[src/rtl/mtest_pkg.sv]
package mtest_pkg;

  typedef enum logic [2:0] {
    ST_IDLE   = 3'd0,
    ST_FILL1  = 3'd1,
    ST_CHECK1 = 3'd2,
    ST_FILL2  = 3'd3,
    ST_CHECK2 = 3'd4,
    ST_DONE   = 3'd5
  } mt_state_e;

  // Pattern for one location: address plus one, complemented in pass two.
  // Callers truncate the result to their data width (at most 32 bits).
  function automatic logic [31:0] mt_pattern(input logic [31:0] addr,
                                             input logic        inv);
    logic [31:0] v;
    v = addr + 32'd1;
    return inv ? ~v : v;
  endfunction

endpackage

[src/rtl/mtest_seq.sv]
module mtest_seq
  import mtest_pkg::*;
#(
  parameter int ADDR_W = 4,
  parameter int DATA_W = 8
) (
  input  logic              clk,
  input  logic              rst_n,
  input  logic              start,
  input  logic              mismatch,
  output logic              start_ok,
  output logic              busy,
  output logic              done,
  output logic              mem_we,
  output logic              mem_re,
  output logic [ADDR_W-1:0] mem_addr,
  output logic [DATA_W-1:0] mem_wdata,
  output logic [DATA_W-1:0] exp_data,
  output logic              fill_phase,
  output logic              chk_phase,
  output logic              wr_inv
);

  localparam int CNT_W = ADDR_W + 1;
  localparam logic [CNT_W-1:0] DEPTH = CNT_W'(1) << ADDR_W;
  localparam logic [CNT_W-1:0] LAST  = DEPTH - CNT_W'(1);

  mt_state_e        state_q;
  logic [CNT_W-1:0] cnt_q;
  logic [DATA_W-1:0] pat;

  always_ff @(posedge clk or negedge rst_n) begin
    if (!rst_n) begin
      state_q <= ST_IDLE;
      cnt_q   <= '0;
    end else begin
      unique case (state_q)
        ST_IDLE: begin
          if (start) begin
            state_q <= ST_FILL1;
            cnt_q   <= '0;
          end
        end
        ST_FILL1, ST_FILL2: begin
          if (cnt_q == LAST) begin
            state_q <= (state_q == ST_FILL1) ? ST_CHECK1 : ST_CHECK2;
            cnt_q   <= '0;
          end else begin
            cnt_q <= cnt_q + CNT_W'(1);
          end
        end
        ST_CHECK1, ST_CHECK2: begin
          if (mismatch) begin
            state_q <= ST_DONE;
          end else if (cnt_q == DEPTH) begin
            state_q <= (state_q == ST_CHECK1) ? ST_FILL2 : ST_DONE;
            cnt_q   <= '0;
          end else begin
            cnt_q <= cnt_q + CNT_W'(1);
          end
        end
        ST_DONE: state_q <= ST_IDLE;
        default: state_q <= ST_IDLE;
      endcase
    end
  end

  always_comb begin
    fill_phase = (state_q == ST_FILL1) || (state_q == ST_FILL2);
    chk_phase  = (state_q == ST_CHECK1) || (state_q == ST_CHECK2);
    wr_inv     = (state_q == ST_FILL2) || (state_q == ST_CHECK2);
    start_ok   = (state_q == ST_IDLE) && start;
    busy       = (state_q != ST_IDLE);
    done       = (state_q == ST_DONE);
    mem_addr   = cnt_q[ADDR_W-1:0];
    pat        = DATA_W'(mt_pattern(32'(mem_addr), wr_inv));
    mem_we     = fill_phase;
    mem_re     = chk_phase && !cnt_q[ADDR_W] && !mismatch;
    mem_wdata  = fill_phase ? pat : '0;
    exp_data   = pat;
  end

endmodule

[src/rtl/mtest_cmp.sv]
module mtest_cmp #(
  parameter int ADDR_W = 4,
  parameter int DATA_W = 8
) (
  input  logic              clk,
  input  logic              rst_n,
  input  logic              clear,
  input  logic              issue,
  input  logic              finish,
  input  logic [ADDR_W-1:0] rd_addr,
  input  logic [DATA_W-1:0] rd_exp,
  input  logic [DATA_W-1:0] rdata,
  output logic              mismatch,
  output logic              pass,
  output logic [ADDR_W-1:0] fail_addr,
  output logic [DATA_W-1:0] fail_exp,
  output logic [DATA_W-1:0] fail_act
);

  logic              vld_q;
  logic              err_q;
  logic [ADDR_W-1:0] addr_q;
  logic [DATA_W-1:0] exp_q;

  assign mismatch = vld_q && !err_q && (rdata != exp_q);

  always_ff @(posedge clk or negedge rst_n) begin
    if (!rst_n) begin
      vld_q     <= 1'b0;
      err_q     <= 1'b0;
      addr_q    <= '0;
      exp_q     <= '0;
      pass      <= 1'b0;
      fail_addr <= '0;
      fail_exp  <= '0;
      fail_act  <= '0;
    end else begin
      vld_q  <= issue && !clear;
      addr_q <= rd_addr;
      exp_q  <= rd_exp;
      if (clear) begin
        err_q     <= 1'b0;
        pass      <= 1'b0;
        fail_addr <= '0;
        fail_exp  <= '0;
        fail_act  <= '0;
      end else if (mismatch) begin
        err_q     <= 1'b1;
        fail_addr <= addr_q;
        fail_exp  <= exp_q;
        fail_act  <= rdata;
      end else if (finish && !err_q) begin
        pass <= 1'b1;
      end
    end
  end

endmodule

[src/rtl/mem_incr_tester.sv]
module mem_incr_tester #(
  parameter int ADDR_W = 4,
  parameter int DATA_W = 8
) (
  input  logic              clk,
  input  logic              rst_n,
  input  logic              start,
  output logic              busy,
  output logic              done,
  output logic              pass,
  output logic              mem_we,
  output logic              mem_re,
  output logic [ADDR_W-1:0] mem_addr,
  output logic [DATA_W-1:0] mem_wdata,
  input  logic [DATA_W-1:0] mem_rdata,
  output logic [ADDR_W-1:0] fail_addr,
  output logic [DATA_W-1:0] fail_exp,
  output logic [DATA_W-1:0] fail_act
);

  logic              start_ok;
  logic              mismatch;
  logic              fill_phase;
  logic              chk_phase;
  logic              wr_inv;
  logic [DATA_W-1:0] exp_data;

  mtest_seq #(.ADDR_W(ADDR_W), .DATA_W(DATA_W)) u_seq (
    .clk        (clk),
    .rst_n      (rst_n),
    .start      (start),
    .mismatch   (mismatch),
    .start_ok   (start_ok),
    .busy       (busy),
    .done       (done),
    .mem_we     (mem_we),
    .mem_re     (mem_re),
    .mem_addr   (mem_addr),
    .mem_wdata  (mem_wdata),
    .exp_data   (exp_data),
    .fill_phase (fill_phase),
    .chk_phase  (chk_phase),
    .wr_inv     (wr_inv)
  );

  mtest_cmp #(.ADDR_W(ADDR_W), .DATA_W(DATA_W)) u_cmp (
    .clk       (clk),
    .rst_n     (rst_n),
    .clear     (start_ok),
    .issue     (mem_re),
    .finish    (done),
    .rd_addr   (mem_addr),
    .rd_exp    (exp_data),
    .rdata     (mem_rdata),
    .mismatch  (mismatch),
    .pass      (pass),
    .fail_addr (fail_addr),
    .fail_exp  (fail_exp),
    .fail_act  (fail_act)
  );

endmodule

[config.mk]
export PLATFORM = sky130hd
export DESIGN_NAME = mem_incr_tester
export DESIGN_NICKNAME = d
export VERILOG_FILES = /design/src/rtl/mtest_pkg.sv /design/src/rtl/mtest_seq.sv /design/src/rtl/mtest_cmp.sv /design/src/rtl/mem_incr_tester.sv
export SDC_FILE = /design/constraint.sdc
export NUM_CORES = 1
export LEC_CHECK = 0
export ABC_AREA = 1
export BUFFER_PORTS_ARGS = -buffer_cell sky130_fd_sc_hd__buf_2
export CAP_MARGIN = 20
export CELL_PAD_IN_SITES_DETAIL_PLACEMENT = 1
export CELL_PAD_IN_SITES_GLOBAL_PLACEMENT = 1
export CORE_AREA = 2 2 80 82
export DETAILED_ROUTE_END_ITERATION = 10
export DIE_AREA = 0 0 82 84
export HOLD_SLACK_MARGIN = 0.02
export PLACE_DENSITY = 0.84
export SLEW_MARGIN = 10
export SYNTH_ARGS = -nofsm -noshare
export SYNTH_HDL_FRONTEND = slang
export SYNTH_HIERARCHICAL = 1
export SYNTH_SLANG_ARGS = --single-unit
[constraint.sdc]
create_clock -name clk -period 2.3 [get_ports clk]
set_input_delay 0.345 -clock clk [delete_from_list [all_inputs] [get_ports clk]]
set_output_delay 0.345 -clock clk [all_outputs]
set_load 0.05 [all_outputs]
---- Word-level counts from Yosys, hierarchy flattened ----
Index checks and enable logic that the tools add are counted.
operators by class
  add/sub/neg operators ................... 2
  multiply operators ...................... 0
  divide/modulo/power cells ............... 0
  order comparisons ....................... 0
  equality and inequality tests ........... 13
  shift operators ......................... 0
  mux-type cells .......................... 25
  bitwise operators ....................... 1
  reduce and logical (&&, ||, !) cells .... 24
operators by type and width
  kind                 count
  $mux 8               6
  $mux 5               4
  $mux 3               6
  $pmux 5 s3           1
  $pmux 3 s3           1
  $mux 4               2
  $ne 8x8->1           1
  $not 8->8            1
  $logic_and 1x1->1    7
  $eq 3x2->1 const B   2
  $eq 3x3->1 const B   2
  $reduce_and 3->1     2
  $reduce_bool 3->1    2
  $add 4x1->5 const B  1
  $add 5x1->5 const B  1
  $eq 5x4->1 const B   1
  $eq 5x5->1 const B   1
  $mux 1               5
  $logic_not 1->1      4
  $ne 2x1->1 const B   2
  $ne 2x2->1 const B   2
  $reduce_bool 2->1    2
  $reduce_or 2->1      2
  $eq 3x1->1 const B   1
  other kinds (4)      6
word-level totals
  flip-flop bits (word level) ............. 43
  bits in latches ......................... 0
  bits in writable memories ............... 0
  ROM bits ................................ 0
  input port bits ......................... 11
  output and inout bits ................... 37
  logic and storage cells ................. 75
  memories kept ........................... 0

---- Longest topological paths before layout ----
  depth in word-level cells ............... 6
  gate-level depth with buffers ........... 14

---- Modules after synthesis ----
The synthesis kept the hierarchy.
modules (own cells, without submodules)
  module     times used  cells an instance  area an instance (µm²)  seq. area each (µm²)
  mtest_cmp  1           153                1,565.3                 875.8
  mtest_seq  1           126                827.0                   200.2

---- Least setup slack after synthesis ----
No wires, ideal clock.
  path kind ............................... reg-to-output
  from .................................... register u_cmp.exp_q[5]
  to ...................................... output port mem_re
  arrival ................................. 1.774 ns
  slack ................................... 0.181 ns
  cell stages (with the launch flop) ...... 11
  buffers on the path ..................... 1
  cell sequence ........................... dfrtp_1 inv_1 nand2_1 nand2_1 nand3_1 nor2_1 nand2_2 nand2_4 buf_12 inv_1 nor2_1
on the way
  word-level cells in the longest chain between the ends .. 4
ends and longest elaborated chain
  element                 line                   RTL
  start, declared         mtest_cmp.sv:23        logic [DATA_W-1:0] exp_q;
  start signal, assigned  mtest_cmp.sv:40        exp_q <= rd_exp;
  $ne 8x8->1              mtest_cmp.sv:25        assign mismatch = vld_q && !err_q && (rdata != exp_q);
  $logic_and 1x1->1       mtest_cmp.sv:25
  via mismatch            mem_incr_tester.sv:22  logic mismatch;
  $logic_not 1->1         mtest_seq.sv:78        mem_re = chk_phase && !cnt_q[ADDR_W] && !mismatch;
  $logic_and 1x1->1       mtest_seq.sv:78
  end, declared           mem_incr_tester.sv:12  output logic mem_re,
The timed path passes the listed nets, and every way through them passes these cells.

---- Final worst setup path ----
  from .................................... register u_seq.cnt_q[0]
  to ...................................... output port mem_wdata[4]
on the way
  word-level cells in the longest chain between the ends .. 4
ends and longest elaborated chain
  element                 line                   RTL
  start, declared         mtest_seq.sv:29        logic [CNT_W-1:0] cnt_q;
  start signal, assigned  mtest_seq.sv:49        cnt_q <= cnt_q + CNT_W'(1);
  start signal, assigned  mtest_seq.sv:59        cnt_q <= cnt_q + CNT_W'(1);
  $add 4x1->5 (*)         mtest_pkg.sv:17        v = addr + 32'd1;
  $not 8->8               mtest_pkg.sv:18        return inv ? ~v : v;
  $mux 8 (*)              mtest_pkg.sv:18
  $mux 8 (*)              mtest_seq.sv:79        mem_wdata = fill_phase ? pat : '0;
  end, declared           mem_incr_tester.sv:14  output logic [DATA_W-1:0] mem_wdata,
Mark *: on every way between the ends. The rest lies on a longest branch, timed or not.

==> flow_summary.json <==
{
  "arrival_ns": 1.84,
  "ys_ff_latch": 43,
  "use_met1": 0.2334,
  "grt_pass1_wl_um": 9887,
  "hold_viol": 0,
  "pwr_density_cell_mw_per_mm2": 1632,
  "regArea_mm2": 0.001076,
  "synthCells": 279,
  "rr_endpoint": "u_cmp/fail_exp[0]",
  "cts.root.buffer_cell": "clkbuf_8",
  "max_slew.worst_pin.slew_ns": 0.5270,
  "finalCriticalPeriod_ns": 2.187,
  "combPwrFrac": 0.597,
  "fmax_ghz": 0.4572,
  "hold_ws_ns": 0.3333,
  "final.fill_count": 774,
  "p_sw_mw": 2.479,
  "start_util": 0.3924,
  "viasPerCell": 4.952,
  "cts_setup_buffers": 0,
  "die_area_mm2": 0.006888,
  "grt_pass1_vias": 2051,
  "dp_hpwl_um": 4364,
  "route.detailed.drc": 0,
  "yosys.cell_count.top_type": "nand2_1",
  "core_area_mm2": 0.006096,
  "cts-resized-gates": 0,
  "worstReg2RegStart": "u_seq/state_q[1]",
  "routed_wl_um": 5778,
  "instances_no_fill": 395,
  "dr.pass1.iters": 4,
  "grt.busiest_layer": "met2",
  "cts_max_level": 2,
  "p_leak_nw": 1.514,
  "synth_top_area_share": 0.4498,
  "synth_area_per_cell_um2": 8.575,
  "hp-start": "mem_rdata[7]",
  "switching_share": 0.5662,
  "regToRegSetupSlack_ns": 0.39,
  "synth-async-reset-ratio": 1.000,
  "fin_setup_tns_ns": 0,
  "die_width_um": 82,
  "yosysTopAreaCell": "dfrtp_1",
  "pin_count": 48,
  "syn_area_mm2": 0.002392,
  "synth.distinct_cells": 26,
  "fin_ws_ns": 0.1127,
  "ir_drop_mv": 0.5693,
  "area_growth_pct": 12.13,
  "path_max_fanout": 9,
  "dp.cells": 388,
  "synthTopCellsByCount": "nand2_1 (84), dfrtp_1 (43), inv_1 (26)",
  "synth-xor-area-share": 0.02197,
  "synth_seq_area_share": 0.4498,
  "power_frac_seq": 0.304,
  "fin_crit_sh": 0.9510,
  "gp_congestion": 0.8308,
  "end_kind": "output port",
  "met2_usage": 0.3134,
  "place_ws_ns": 0.3958,
  "slew_headroom": 0.6487,
  "synthAdderAreaFrac": 0.02092,
  "numCtsBuffers": 5,
  "rsz0062_at_grt": "no",
  "cts_tree": "yes",
  "numPortBuffers": 47,
  "ys_warn_count": 6,
  "synthMuxAreaShare": 0,
  "clock_path_buffers": 2,
  "core.rowCount": 29,
  "synthFlopType": "dfrtp_1",
  "maxCapViolCount": 0,
  "hold_path.class": "in -> reg",
  "synth-edff-count": 0,
  "setup_violations": 0,
  "drt-initial-drc-count": 85,
  "post_drt_wl_per_cell_um": 14.63,
  "crit_type": "reg -> out",
  "cts.clk_slew.worst_paths_ns": 0.08,
  "finalNetCount": 334,
  "antenna_found_initial": 0,
  "overflow": 0,
  "grt_max_degree": 44,
  "vias": 1956,
  "die_h_um": 84,
  "required_ns": 1.96,
  "cp-start-kind": "flop",
  "p_int_mw": 1.899,
  "maxSlewViolCount": 0,
  "startpoint": "u_seq/cnt_q[0]",
  "synth-compound-area-share": 0.02458,
  "grtUsageMet3": 0.03355,
  "ant_nets": 0,
  "synthTopCellsByArea": "dfrtp_1 (45%), nand2_1 (13%), nand3_2 (8.8%)",
  "status": "complete, no violations",
  "drive_gt1_frac": 0.3082,
  "skew_ns": 0.004609,
  "syn_nets": 294,
  "cts.sinks": 43,
  "track_usage": 0.1871,
  "reg2reg_depth": 7,
  "n_antenna_cell": 0,
  "crit_path_end": "mem_wdata[4]",
  "multi_input_comb_area_mm2": 0.001027,
  "synth_top_family_by_area": "simple AND/OR/NAND/NOR gates",
  "yosys.area_share.simple": 0.3619,
  "clock_latency_ns": 0.29,
  "clockPowerShare": 0.099
}
[worst min-delay path by stage]
| stage | end | cells after the start | slack [ns] |
|---|---|---|---|
| 4_1_cts | u_cmp/fail_act[3] | 3 | 0.33 |
| 2_1_floorplan | u_cmp/addr_q[0] | 0 | 0.05 |
| 6_report | u_cmp/fail_act[7] | 3 | 0.33 |
| 3_5_place_dp | u_cmp/fail_exp[7] | 1 | 0.24 |
| 3_3_place_gp | u_cmp/fail_exp[7] | 1 | 0.23 |
| 5_1_grt | u_cmp/fail_act[6] | 3 | 0.34 |
[through the flow]
step	instance area [µm²]	total power, mW	utilization
after floorplan	2392	3.512	-
after CTS	2683	4.423	0.4401
after detailed placement	2600	3.972	0.4265
after global placement	2600	3.891	0.4265
final	2683	4.378	0.4401
after global routing	2683	4.708	0.4401
[routing by layer]
layer	wire length [µm]	up-vias	share of wire
li1	-	961	-
met1	2532	932	0.44
met2	2911	55	0.50
met3	218	8	0.038
met4	116	0	0.020
met5	0	-	0
[worst max-delay path: stages, from the launching register on]
cell     delay [ns]
dfrtp_1        0.53
ha_1           0.24
nand3_1        0.15
inv_1          0.13
nand2_1        0.10
a21oi_1        0.13
buf_2          0.27
[state kept, by name, summed over array words and instances (netlist names)]
register,flops
u_cmp/pass,1
u_seq/cnt_q,5
u_seq/state_q,3
u_cmp/fail_exp,8
u_cmp/fail_act,8
u_cmp/fail_addr,4
u_cmp/exp_q,8
u_cmp/addr_q,4
u_cmp/vld_q,1
u_cmp/err_q,1
[power groups by stage]
stage | combinational [mW] | sequential, mW | clock, mW
3_5_place_dp | 2.62 | 1.35 | 0
6_report | 2.61 | 1.33 | 0.434
2_1_floorplan | 1.77 | 1.74 | 0
4_1_cts | 2.63 | 1.34 | 0.456
5_1_grt | 2.85 | 1.37 | 0.483
3_3_place_gp | 2.56 | 1.33 | 0
[kinds of logic (layout without fill, tap and decap cells)]
logic type                 after synthesis  count (layout)
and+or+nand+nor                        162             162
buffers and inverters                   53              92
DFF                                     43              43
AOI/OAI and AO/OA                       11              11
adders and majority gates                4               4
xor gates and xnor gates                 6               6
[layout make-up]
| class | instances | area share |
|---|---|---|
| Tap cell | 77 | 0.03591 |
| Sequential cell | 43 | 0.4011 |
| Multi-Input combinational cell | 183 | 0.3829 |
| Timing Repair Buffer | 54 | 0.1082 |
| Clock buffer | 6 | 0.02705 |
| Inverter | 32 | 0.04478 |
[cell usage in the layout, fill, tap and decap left out, drive strengths merged]
| master | n |
|---|---|
| clkinv | 1 |
| buf | 53 |
| inv | 31 |
| nand3 | 33 |
| ha | 4 |
| dlygate4sd3 | 1 |
| o21ai | 3 |
| nand2 | 94 |
| dfrtp | 43 |
| nand4 | 21 |
| a21oi | 8 |
| nor2 | 13 |
| xnor2 | 5 |
| nor3 | 1 |
| clkbuf | 6 |
| xor2 | 1 |
[repair_timing]
action,CTS,global route
hold buffers,1,0
endpoints found under the hold margin,10,0
setup endpoints to repair,0,0
Power figures use the tool's default switching activity.
